**src/rtl/txdw_pkg.sv**
```systemverilog
package txdw_pkg;

    localparam int OWN_BIT   = 31;
    localparam int MORE_BIT  = 30;
    localparam int INTR_BIT  = 29;
    localparam int NOCRC_BIT = 28;

    typedef enum logic [3:0] {
        S_IDLE,
        S_RD_CMD,
        S_RD_LINK,
        S_RD_BUF,
        S_FRAG,
        S_WB,
        S_NEXT,
        S_HALT
    } walk_st_t;

    typedef struct packed {
        logic more;
        logic intr;
        logic nocrc;
    } desc_flags_t;

endpackage

```
**src/rtl/txdw_decode.sv**
```systemverilog
module txdw_decode
    import txdw_pkg::*;
#(
    parameter int LEN_W = 12
) (
    input  logic [31:0]      cmd,
    output desc_flags_t      flags,
    output logic [LEN_W-1:0] len,
    output logic             len_zero
);

    always_comb begin
        flags.more  = cmd[MORE_BIT];
        flags.intr  = cmd[INTR_BIT];
        flags.nocrc = cmd[NOCRC_BIT];
        len         = cmd[LEN_W-1:0];
        len_zero    = (cmd[LEN_W-1:0] == '0);
    end

endmodule

```
**src/rtl/txdw_wbword.sv**
```systemverilog
module txdw_wbword
    import txdw_pkg::*;
#(
    parameter int STAT_W   = 12,
    parameter int STAT_LSB = 16
) (
    input  logic [31:0]       cmd,
    input  logic              is_final,
    input  logic [STAT_W-1:0] status,
    output logic [31:0]       word
);

    localparam int STAT_MSB = STAT_LSB + STAT_W - 1;

    always_comb begin
        word          = cmd;
        word[OWN_BIT] = 1'b0;
        if (is_final) begin
            word[STAT_MSB:STAT_LSB] = status;
        end
    end

endmodule

```
**src/rtl/txdw_irqgen.sv**
```systemverilog
module txdw_irqgen (
    input  logic clk,
    input  logic rst_n,
    input  logic fire,
    output logic pulse
);

    always_ff @(posedge clk or negedge rst_n) begin
        if (!rst_n) begin
            pulse <= 1'b0;
        end else begin
            pulse <= fire;
        end
    end

    AST_IRQ_ONE_CYCLE: assert property (@(posedge clk) disable iff (!rst_n)
        pulse |=> !pulse);

endmodule

```
**src/rtl/txdesc_walker.sv**
```systemverilog
module txdesc_walker
    import txdw_pkg::*;
#(
    parameter int AW       = 32,
    parameter int LEN_W    = 12,
    parameter int STAT_W   = 12,
    parameter int STAT_LSB = 16
) (
    input  logic              clk,
    input  logic              rst_n,
    input  logic              start,
    input  logic              start_from_head,
    input  logic [AW-1:0]     head_ptr,
    input  logic              compat,
    input  logic [STAT_W-1:0] mac_status,
    output logic              mrd_req,
    output logic [AW-1:0]     mrd_addr,
    input  logic              mrd_ack,
    input  logic [31:0]       mrd_data,
    output logic              mwr_req,
    output logic [AW-1:0]     mwr_addr,
    output logic [31:0]       mwr_data,
    input  logic              mwr_ack,
    output logic              frag_req,
    output logic [AW-1:0]     frag_addr,
    output logic [LEN_W-1:0]  frag_len,
    output logic              frag_last,
    output logic              frag_nocrc,
    input  logic              frag_ack,
    output logic              desc_irq,
    output logic              busy,
    output logic              err
);

    localparam logic [AW-1:0] OFS_LINK   = AW'(32'h0);
    localparam logic [AW-1:0] OFS_CMD    = AW'(32'h4);
    localparam logic [AW-1:0] OFS_BUF    = AW'(32'h8);
    localparam logic [AW-1:0] OFS_BUF_C  = AW'(32'hC);

    walk_st_t          state_q, state_d;
    logic [AW-1:0]     cur_q;
    logic [31:0]       cmd_q;
    logic [AW-1:0]     link_q;
    logic [AW-1:0]     buf_q;
    logic              err_q;

    desc_flags_t       flags;
    logic [LEN_W-1:0]  len;
    logic              len_zero;
    logic [31:0]       wb_word;
    logic              irq_fire;
    logic              stopped;
    logic              link_bad;

    txdw_decode #(.LEN_W(LEN_W)) u_dec (
        .cmd      (cmd_q),
        .flags    (flags),
        .len      (len),
        .len_zero (len_zero)
    );

    txdw_wbword #(.STAT_W(STAT_W), .STAT_LSB(STAT_LSB)) u_wb (
        .cmd      (cmd_q),
        .is_final (!flags.more),
        .status   (mac_status),
        .word     (wb_word)
    );

    txdw_irqgen u_irq (
        .clk   (clk),
        .rst_n (rst_n),
        .fire  (irq_fire),
        .pulse (desc_irq)
    );

    assign stopped  = (state_q == S_IDLE) || (state_q == S_HALT);
    assign link_bad = (mrd_data[1:0] != 2'b00);
    assign irq_fire = (state_q == S_WB) && mwr_ack && flags.intr;

    // next-state logic
    always_comb begin
        state_d = state_q;
        unique case (state_q)
            S_IDLE, S_HALT: begin
                if (start) state_d = S_RD_CMD;
            end
            S_RD_CMD: begin
                if (mrd_ack) state_d = mrd_data[OWN_BIT] ? S_RD_LINK : S_IDLE;
            end
            S_RD_LINK: begin
                if (mrd_ack) state_d = link_bad ? S_HALT : S_RD_BUF;
            end
            S_RD_BUF: begin
                if (mrd_ack) state_d = len_zero ? S_WB : S_FRAG;
            end
            S_FRAG: begin
                if (frag_ack) state_d = S_WB;
            end
            S_WB: begin
                if (mwr_ack) state_d = S_NEXT;
            end
            S_NEXT: begin
                state_d = S_RD_CMD;
            end
            default: state_d = S_IDLE;
        endcase
    end

    // state register
    always_ff @(posedge clk or negedge rst_n) begin
        if (!rst_n) begin
            state_q <= S_IDLE;
        end else begin
            state_q <= state_d;
        end
    end

    // descriptor registers
    always_ff @(posedge clk or negedge rst_n) begin
        if (!rst_n) begin
            cur_q  <= '0;
            cmd_q  <= '0;
            link_q <= '0;
            buf_q  <= '0;
            err_q  <= 1'b0;
        end else begin
            unique case (state_q)
                S_IDLE, S_HALT: begin
                    if (start) begin
                        err_q <= 1'b0;
                        if (start_from_head) cur_q <= head_ptr;
                    end
                end
                S_RD_CMD: begin
                    if (mrd_ack) cmd_q <= mrd_data;
                end
                S_RD_LINK: begin
                    if (mrd_ack) begin
                        link_q <= AW'(mrd_data);
                        if (link_bad) err_q <= 1'b1;
                    end
                end
                S_RD_BUF: begin
                    if (mrd_ack) buf_q <= AW'(mrd_data);
                end
                S_NEXT: begin
                    cur_q <= link_q;
                end
                default: ;
            endcase
        end
    end

    // outputs
    always_comb begin
        mrd_req    = 1'b0;
        mrd_addr   = cur_q;
        mwr_req    = 1'b0;
        mwr_addr   = cur_q + OFS_CMD;
        mwr_data   = wb_word;
        frag_req   = 1'b0;
        frag_addr  = buf_q;
        frag_len   = len;
        frag_last  = !flags.more;
        frag_nocrc = flags.nocrc && !flags.more;
        busy       = !stopped;
        err        = err_q;
        unique case (state_q)
            S_RD_CMD: begin
                mrd_req  = 1'b1;
                mrd_addr = cur_q + OFS_CMD;
            end
            S_RD_LINK: begin
                mrd_req  = 1'b1;
                mrd_addr = cur_q + OFS_LINK;
            end
            S_RD_BUF: begin
                mrd_req  = 1'b1;
                mrd_addr = cur_q + (compat ? OFS_BUF_C : OFS_BUF);
            end
            S_FRAG:  frag_req = 1'b1;
            S_WB:    mwr_req  = 1'b1;
            default: ;
        endcase
    end

    AST_RESET_QUIET: assert property (@(posedge clk) disable iff (!rst_n)
        $rose(rst_n) |-> !busy && !err);

    AST_RD_HOLD: assert property (@(posedge clk) disable iff (!rst_n)
        mrd_req && !mrd_ack |=> mrd_req && $stable(mrd_addr));

    AST_WR_HOLD: assert property (@(posedge clk) disable iff (!rst_n)
        mwr_req && !mwr_ack |=> mwr_req && $stable(mwr_addr) && $stable(mwr_data));

    AST_FRAG_HOLD: assert property (@(posedge clk) disable iff (!rst_n)
        frag_req && !frag_ack |=> frag_req && $stable(frag_addr) && $stable(frag_len));

    AST_FRAG_NONZERO: assert property (@(posedge clk) disable iff (!rst_n)
        frag_req |-> frag_len != '0);

    AST_WB_RETURNS_OWN: assert property (@(posedge clk) disable iff (!rst_n)
        mwr_req |-> !mwr_data[OWN_BIT]);

    AST_NOCRC_FINAL_ONLY: assert property (@(posedge clk) disable iff (!rst_n)
        frag_req && frag_nocrc |-> frag_last);

    AST_ERR_SILENT: assert property (@(posedge clk) disable iff (!rst_n)
        err |-> !mrd_req && !mwr_req && !frag_req);

    AST_ONE_REQ: assert property (@(posedge clk) disable iff (!rst_n)
        $onehot0({mrd_req, mwr_req, frag_req}));

endmodule

```
**config.mk**
```make
export PLATFORM = sky130hd
export DESIGN_NAME = txdesc_walker
export DESIGN_NICKNAME = d
export VERILOG_FILES = /design/src/rtl/txdw_pkg.sv /design/src/rtl/txdw_decode.sv /design/src/rtl/txdw_wbword.sv /design/src/rtl/txdw_irqgen.sv /design/src/rtl/txdesc_walker.sv
export SDC_FILE = /design/constraint.sdc
export NUM_CORES = 1
export LEC_CHECK = 0
export ABC_AREA = 0
export BUFFER_PORTS_ARGS = -buffer_cell sky130_fd_sc_hd__buf_4
export CORE_MARGIN = 5
export CORE_UTILIZATION = 55
export CTS_BUF_LIST = sky130_fd_sc_hd__clkbuf_16
export DETAILED_ROUTE_END_ITERATION = 8
export PLACE_DENSITY = 0.83
export SLEW_MARGIN = 20
export SYNTH_ARGS = -nofsm -noshare
export SYNTH_HDL_FRONTEND = slang
export SYNTH_SLANG_ARGS = --single-unit
```
**constraint.sdc**
```tcl
create_clock -name clk -period 4 [get_ports clk]
set_input_delay 0.2 -clock clk [delete_from_list [all_inputs] [get_ports clk]]
set_output_delay 0.2 -clock clk [all_outputs]
set_load 0.02 [all_outputs]
```
# ---- Yosys cells after proc, flatten, opt, wreduce, memory -nomap -nowiden
# Cells that the tools add are included.
# Widths: inputs -> output; s select.
dict set report word_totals {
  output_inout_bits 148
  register_bits 133
  elab_cells 66
  input_bits 84
}
dict set report op_classes {
  muxes 23
  addsub 2
  reduce_logical 19
  n_eq_ne 15
}
# operator n
set op_table {}
lappend op_table {{$pmux 32 s2} 2}
lappend op_table {{$mux 32} 2}
lappend op_table {{$add 32x3->32 const B} 1}
lappend op_table {{$add 32x4->32} 1}
lappend op_table {{$pmux 4 s7} 1}
lappend op_table {{$mux 4} 6}
lappend op_table {{$eq 4x3->1 const B} 4}
lappend op_table {{$ne 2x2->1 const B} 8}
lappend op_table {{$logic_not 12->1} 1}
lappend op_table {{$mux 12} 1}
lappend op_table {{$eq 4x2->1 const B} 2}
lappend op_table {{$mux 1} 7}
lappend op_table {{$mux 3} 2}
lappend op_table {{$reduce_and 2->1} 3}
lappend op_table {{$reduce_and 6->1} 1}
lappend op_table {{$reduce_bool 2->1} 3}
lappend op_table {{$eq 4x1->1 const B} 1}
lappend op_table {{$logic_not 4->1} 1}
lappend op_table {{$reduce_and 4->1} 1}
lappend op_table {{$logic_and 1x1->1} 3}
lappend op_table {{$reduce_and 3->1} 1}
lappend op_table {{$reduce_or 3->1} 1}
lappend op_table {{$logic_not 1->1} 2}
lappend op_table {{$mux 2} 1}
lappend op_table {{3 further kinds} 3}

# ---- Logic depth before layout (Yosys ltp)
# Gate-level depths: netlist (run 1).
dict set report depth {
  ltp_word 4
  depth_mapped 8
  mapped_depth_nobuf 8
}

# ---- Cells and area by module
# Synthesis (run 1) repeated with hierarchy kept, for this count alone.
dict set report hier_totals {
  hier_cells 633
  area_unflattened_um2 7186.9
}
# mod n_inst cells_each area_per_inst_um2 seq_area_each_um2
set by_module_without_submodules {}
lappend by_module_without_submodules {txdesc_walker 1 579 6686.4 3303.2}
lappend by_module_without_submodules {txdw_wbword 1 34 337.8 0.0}
lappend by_module_without_submodules {txdw_decode 1 19 137.6 0.0}
lappend by_module_without_submodules {txdw_irqgen 1 1 25.0 25.0}

# ---- Worst setup path before layout (run 1)
# OpenSTA, ideal clock, no wires.
dict set report synth_timing {
  path_type {register to output}
  start {register cur_q[2]}
  end {output port mrd_addr[28]}
  path_stages_with_launch 9
  t_arrival_ns 1.958
  setup_slack_ns 1.842
  path_buffers 0
  t_required_ns 3.800
  cell_sequence {dfrtp_1 -> ha_1 -> inv_1 -> ha_1 -> nand2_1 -> nand3_1 -> nor3_4 -> nand4_1 -> xnor2_1}
}
dict set report synth_via {
  elab_chain_len 2
  word_cells_on_any_way 3
  cone_classes {2 x add/sub; 1 x mux}
}
# element line_no
set synth_rtl {}
lappend synth_rtl {{start: declaration} txdesc_walker.sv:41} ;# logic [AW-1:0] cur_q;
lappend synth_rtl {{start signal: assignment} txdesc_walker.sv:131} ;# if (start_from_head) cur_q <= head_ptr;
lappend synth_rtl {{start signal: assignment} txdesc_walker.sv:147} ;# cur_q <= link_q;
lappend synth_rtl {{$add 32x4->32 or $add 32x3->32 (tied branches)} {txdesc_walker.sv:179, txdesc_walker.sv:171}}
lappend synth_rtl {{$pmux 32 s2 *} txdesc_walker.sv:168} ;# unique case (state_q)
lappend synth_rtl {{end: declaration} txdesc_walker.sv:17} ;# output logic [AW-1:0] mrd_addr,
# Mark *: on every way between the ends. The rest lies on a longest branch, timed or not.

# ---- Worst setup path after layout (run 1)
dict set report layout_timing {
  start {register state_q[1]}
  end {output port mrd_addr[25]}
}
dict set report layout_via {
  elab_chain_len 2
  word_cells_on_any_way 3
  cone_classes {2 x eq/ne; 1 x mux}
}
# element line_no
set layout_rtl {}
lappend layout_rtl {{start: declaration} txdesc_walker.sv:40} ;# walk_st_t state_q, state_d;
lappend layout_rtl {{start signal: assignment} txdesc_walker.sv:114} ;# state_q <= state_d;
lappend layout_rtl {{$eq 4x2->1 or $eq 4x1->1 (tied branches)} txdesc_walker.sv:168}
lappend layout_rtl {{$pmux 32 s2 *} txdesc_walker.sv:168}
# Marked as above.

==> impl_metrics.json, run 1 <==
{
  "clkLatencyLatePin_ns": 0.41,
  "timing.rr.start": "state_q[1]",
  "first_global_vias": 5541,
  "period_needed_ns": 2.95,
  "ys_top_cells_by_area": "dfrtp_1, mux2_2, mux2i_1",
  "io_pins": 232,
  "diodes": 0,
  "place_congestion": 0.879,
  "cts_tree": "done",
  "ff2ff_setup_slack_ns": 1.42,
  "portBuffers": 230,
  "cts_buffers": 17,
  "vias": 5407,
  "maxCapViolCount": 0,
  "worst_hold_path_type": "in2reg",
  "final_nets": 913,
  "wl_per_cell_um": 18.9,
  "wl_um": 19100,
  "max_slew_margin_pct": 31.6,
  "antenna_found_initial": 0,
  "r2r-end": "cur_q[14]",
  "hold_end": "u_irq.pulse",
  "setup_viol": 0,
  "cts_setup_buffers": 0,
  "cellPowerDensity_nw_per_um2": 879,
  "placed_area_sq_um": 8630,
  "ys_warn_count": 0,
  "critPathMaxFanout": 28,
  "min_from": "mwr_ack",
  "drt_iter0_markers": 327,
  "clock_path_buffers": 2,
  "core_sq_um": 12700,
  "crit_path_end_kind": "primary output",
  "hold_viol_final": 0,
  "dp_hpwl_um": 14600,
  "drive_gt1_share_pct": 46.1,
  "fin_crit_sh_pct": 73.8,
  "initial_utilization_pct": 56.3,
  "die_w_um": 124,
  "ant_nets": 0,
  "crit_type": "reg2out",
  "grt_max_degree": 107,
  "final_area_sq_um": 9220,
  "areaGrowthSynthToFinish_pct": 29.3,
  "finClkSkew_ns": 0.0154,
  "ys_seq_area_share_pct": 46.3,
  "path_cells": "a21oi_1 -> a2111oi_4 -> nand2_4 -> nor4_4 -> xor2_1 -> buf_4",
  "cpMaxStageDelayCell": "dfrtp_1",
  "whs_ns": 0.0323,
  "start_kind": "flip-flop",
  "cts_repair_resize_count": 0,
  "cp_data_required_time_ns": 3.80,
  "reg2regPathDepth": 4,
  "synth_area_leader_cell": "dfrtp_1",
  "ir_drop_v": 0.000641,
  "first_pass_iters": 5,
  "power_leakage_nw": 4.51,
  "grt-ovfl-total": 0,
  "synth_common_cells": "dfrtp_1, mux2_2, nand2_1, o21ai_0, buf_4",
  "die-area_sq_um": 15300,
  "nFillCells": 902,
  "synth_nets": 740,
  "synthArstFlopShare_pct": 100,
  "crit_arrival_ns": 2.75,
  "rows": 41,
  "cts.sink_count": 132,
  "worst_slew_pin_slew_ns": 1.03,
  "fin_setup_tns_ns": 0,
  "maxSlewViolCount": 0,
  "clk_transition_reported_paths_ns": 0.06,
  "slowest_delay_ns": 0.94,
  "status": "finished, final reports clean",
  "synth-main-ff-cell": "dfrtp_1",
  "rsz0062_at_grt": "false",
  "synth_seq_cells": 132,
  "grt_usage_pct": 25.2,
  "fmax_mhz": 339,
  "hold_depth": 2,
  "drc": 0,
  "die_h_um": 124,
  "cts_root_buffer": "clkbuf_16",
  "yosys.cell_count.top_type": "dfrtp_1",
  "synth.distinct_cells": 50,
  "via_per_inst": 5.35,
  "synthesis.area_sq_um": 7130,
  "synth-edff-count": 0,
  "postSynthCellCount": 653,
  "grt_pass1_wl_um": 29800,
  "synth_top_area_share_pct": 46.3,
  "post_synth.cell_area_avg_sq_um": 10.9,
  "h-tree-depth": 4
}
## report_power, final
group	total (mW)	switching (mW)	internal, mW
clock	1.50	0.579	0.920
sequential	2.75	0.762	1.99
combinational	3.85	2.03	1.82
## sequential cells by signal (all words and copies together), names as in the netlist
signal and flops:
err 1, link_q 32, cur_q 32, frag_addr 32
u_irq.pulse 1, cmd_q 31, state_q 3
## worst max path at each step
stage | end | slack, ns | start | cells past startpoint
after floorplan | mrd_addr[28] | 1.84 | cur_q[2] | 8
after global placement | cur_q[13] | 1.59 | state_q[1] | 4
after detailed placement | mrd_addr[25] | 1.49 | state_q[1] | 6
after CTS | mrd_addr[25] | 1.06 | state_q[1] | 6
after global routing | mrd_addr[29] | 0.81 | state_q[1] | 6
final | mrd_addr[25] | 1.05 | state_q[1] | 6
## critical path, delay by kind of cell (launching register included)
kind | cells | cell delay, ns
XOR/XNOR | 1 | 0.19
flip-flops | 1 | 0.94
AO/OA/AOI/OAI | 2 | 0.73
buffers and inverters | 1 | 0.17
AND/OR/NAND/NOR | 2 | 0.31
## routing by layer
metal,GRT usage [%],vias up,share of wire [%]
met5,0,-,0
met2,41.3,181,50
met3,5.99,16,6.6
li1,-,2569,-
met1,33.8,2641,42
met4,6.64,0,1.4
## what timing repair did
item                       CTS  global route
hold endpoints to repair   105             0
setup endpoints to repair    0             0
hold buffers                 1             0
## through the flow
step	std cells	worst slack [ns]	utilization (%)	power (mW)
5_1_grt	1011	0.814	72.7	8.56
6_report	1011	1.05	72.7	8.10
4_1_cts	1011	1.06	72.7	8.15
3_5_place_dp	978	1.49	68.1	6.62
3_3_place_gp	978	1.59	68.1	6.49
2_1_floorplan	653	1.84	-	5.22
## cells by family (layout without fill, tap and decap cells)
family | count (synthesis) | in the layout | share of synthesized area, %
XOR/XNOR | 55 | 55 | 6.76
other | 1 | 1 | 0.0526
flip-flops | 132 | 132 | 46.3
multiplexers | 138 | 138 | 21.2
buffers and inverters | 91 | 277 | 7.51
adder cells (fa/ha/maj) | 3 | 3 | 0.526
AND/OR/NAND/NOR | 169 | 169 | 12.3
AO/OA/AOI/OAI | 64 | 64 | 5.26
## final cells by class
class                      count  area (sq um)  area share (%)
timing repair buffer         235          1770            19.2
clock inverter                15           153            1.66
inverter                      10          37.5           0.407
clock buffer                  17           425            4.62
multi-input combinational    430          3310            35.9
tap                          172           215            2.34
sequential                   132          3300            35.8
## cells in the final DEF, fill, tap and decap left out, drive strengths merged, types with 2 or more instances in the layout
cell,count
a21oi,6
a31oi,2
and2,3
and3,5
and4,3
buf,234
bufinv,2
clkbuf,17
clkinv,8
dfrtp,132
ha,3
inv,14
mux2,106
mux2i,32
nand2,67
nand2b,6
nand3,12
nand4,13
nor2,34
nor2b,2
nor3,9
nor3b,3
nor4,8
o211ai,3
o21ai,44
o22ai,2
xnor2,27
xor2,28
Note: power is estimated with default switching activity, not from simulation.
==> run 2, diff against run 1 <==
Settings changed: CORE_UTILIZATION 55 to 46, PLACE_DENSITY 0.83 to 0.73.
Clock period 4 ns to 2.6 ns, I/O delays scaled along.
==> run 2 against run 1 <==
  * Power grew 58%
  * Final cell count grew 6.5%
  * Core utilization shrank 8.0 points
  * First-iteration DRC count shrank 13%
  * Hold slack lost 0.022 ns
  * Worst setup slack lost 0.92 ns
  * Global-route usage shrank 3.3 points
  * Die area grew 18%
  * Critical path depth grew 1
  * Clock power grew 61%
  * Critical path type unchanged
  * Largest cell class unchanged
==> impl_metrics.json, run 2 (synthesis gave the netlist of run 1 again) <==
{
  "status": "finished, final reports clean",
  "via_per_inst": 5.26,
  "diodes": 0,
  "grt_usage_pct": 21.9,
  "cts_root_buffer": "clkbuf_16",
  "die_w_um": 135,
  "min_from": "head_ptr[21]",
  "rsz0062_at_grt": "true",
  "grt-ovfl-total": 0,
  "place_congestion": 0.928,
  "crit_type": "reg2out",
  "h-tree-depth": 4,
  "dpl_worst_slack_ns": 0.308,
  "antenna_found_initial": 0,
  "clkLatencyLatePin_ns": 0.41,
  "first_global_vias": 5872,
  "wl_per_cell_um": 18.4,
  "worst_hold_path_type": "in2reg",
  "clk_transition_reported_paths_ns": 0.06,
  "start_kind": "flip-flop",
  "finClkSkew_ns": 0.0108,
  "final_common_cell": "buf_4",
  "hold_end": "cur_q[21]",
  "critPathMaxFanout": 8,
  "maxSlewViolCount": 0,
  "drc": 0,
  "core_sq_um": 15200,
  "hold_viol_final": 0,
  "maxCapViolCount": 0,
  "crit_top_cell": "buf_4",
  "setup_slack_ns": 0.123,
  "period_needed_ns": 2.48,
  "ff2ff_setup_slack_ns": 0.24,
  "nFillCells": 1160,
  "power_leakage_nw": 4.75,
  "fin_crit_sh_pct": 95.3,
  "die_h_um": 135,
  "r2r-end": "err",
  "fmax_mhz": 404,
  "hold_depth": 3,
  "die-area_sq_um": 18100,
  "crit_path_end_kind": "primary output",
  "grtUsageMet2_pct": 36.7,
  "final_cell_mix": "buf_4, dfrtp_1, mux2_2",
  "worst_slew_pin_slew_ns": 0.652,
  "rows": 45,
  "setup_viol": 0,
  "clock_path_buffers": 2,
  "drt_iter0_markers": 286,
  "portBuffers": 230,
  "cpMaxStageDelayCell": "dfrtp_1",
  "final_util_pct": 64.7,
  "critPathTopFamily": "simple AND/OR/NAND/NOR gates",
  "grtUsageMet1_pct": 28.5,
  "initial_utilization_pct": 46.9,
  "grt_pass1_wl_um": 31500,
  "drive_gt1_share_pct": 47.6,
  "wl_um": 19800,
  "cts.sink_count": 132,
  "reg2regPathDepth": 7,
  "max_slew_margin_pct": 56.5,
  "cp_data_required_time_ns": 2.47,
  "cellPowerDensity_nw_per_um2": 1300,
  "cts_buffers": 17,
  "met3_usage_pct": 4.96,
  "timing.rr.start": "state_q[1]",
  "critPathBufInv": 2,
  "crit_arrival_ns": 2.35,
  "top_usage_layer": "met2",
  "first_pass_iters": 5,
  "cts_tree": "done",
  "grt_max_degree": 72,
  "path_cells": "buf_4 -> nand4_1 -> nor2_1 -> nand2_1 -> nor3b_2 -> xor2_1 -> buf_4",
  "slowest_delay_ns": 0.38,
  "vias": 5665,
  "areaGrowthSynthToFinish_pct": 38.0,
  "ant_nets": 0,
  "ir_drop_v": 0.000755,
  "final_nets": 965,
  "io_pins": 232,
  "dp_hpwl_um": 14800
}
==> run 2: changes by cell type in the layout (fill, tap and decap cells not counted), sizes merged <==
cell and delta:
inv -3, dlygate4sd3 +34, clkinv -3, bufinv +2, buf +18, clkinvlp +2
==> run 2: how the worst max path moves through the flow <==
stage	cells after the start	slack, ns	to	from
2_1_floorplan	8	0.51	mrd_addr[28]	cur_q[2]
3_3_place_gp	9	0.37	mrd_addr[20]	cur_q[2]
3_5_place_dp	9	0.31	mrd_addr[20]	cur_q[2]
4_1_cts	6	0.02	mwr_addr[25]	cur_q[6]
5_1_grt	10	-0.04	mrd_addr[20]	cur_q[2]
6_report	7	0.12	mwr_addr[26]	cur_q[14]
==> run 2: final cells by class <==
cell class / instances / area (sq um) / area share (%)
clock inverter: 13 / 168 / 1.70
tap: 188 / 235 / 2.39
multi-input combinational: 430 / 3370 / 34.2
timing repair buffer: 287 / 2280 / 23.2
inverter: 10 / 37.5 / 0.382
sequential: 132 / 3320 / 33.7
clock buffer: 17 / 425 / 4.32
==> run 2: timing repair <==
item	4_1_cts	5_1_grt
setup buffers	1	5
cloned	0	0
hold buffers	35	0
setup endpoints to repair	13	22
resized for setup	3	22
hold endpoints to repair	164	0
pin swaps	1	6
==> run 2: metrics by stage <==
| step | TNS, ns | power [mW] | instances | instance area (sq um) | hold WS [ns] |
|---|---|---|---|---|---|
| 2_1_floorplan | 0 | 8.03 | 653 | 7130 | -0.166 |
| 3_3_place_gp | 0 | 10.1 | 1006 | 8760 | 0.166 |
| 3_5_place_dp | 0 | 10.3 | 1006 | 8760 | 0.176 |
| 4_1_cts | 0 | 12.8 | 1072 | 9730 | 0.00358 |
| 5_1_grt | -0.0593 | 13.5 | 1077 | 9840 | 0.0248 |
| 6_report | 0 | 12.8 | 1077 | 9840 | 0.0105 |
==> run 2: tightest hold or removal path: cells and delay by family <==
kind / cells / cell delay, ns
AO/OA/AOI/OAI: 1 / 0.12
buffers and inverters: 1 / 0.08
multiplexers: 1 / 0.05
==> run 2: per-layer routing <==
layer | vias to the layer above | wire length [um]
li1 | 2663 | -
met1 | 2747 | 8260
met2 | 227 | 9870
met3 | 28 | 1300
met4 | 0 | 356
met5 | - | 0
==> run 2: report_power, final <==
group	internal (mW)	total (mW)	switching [mW]
logic	2.94	6.25	3.31
registers	3.09	4.14	1.05
clock network	1.57	2.41	0.840
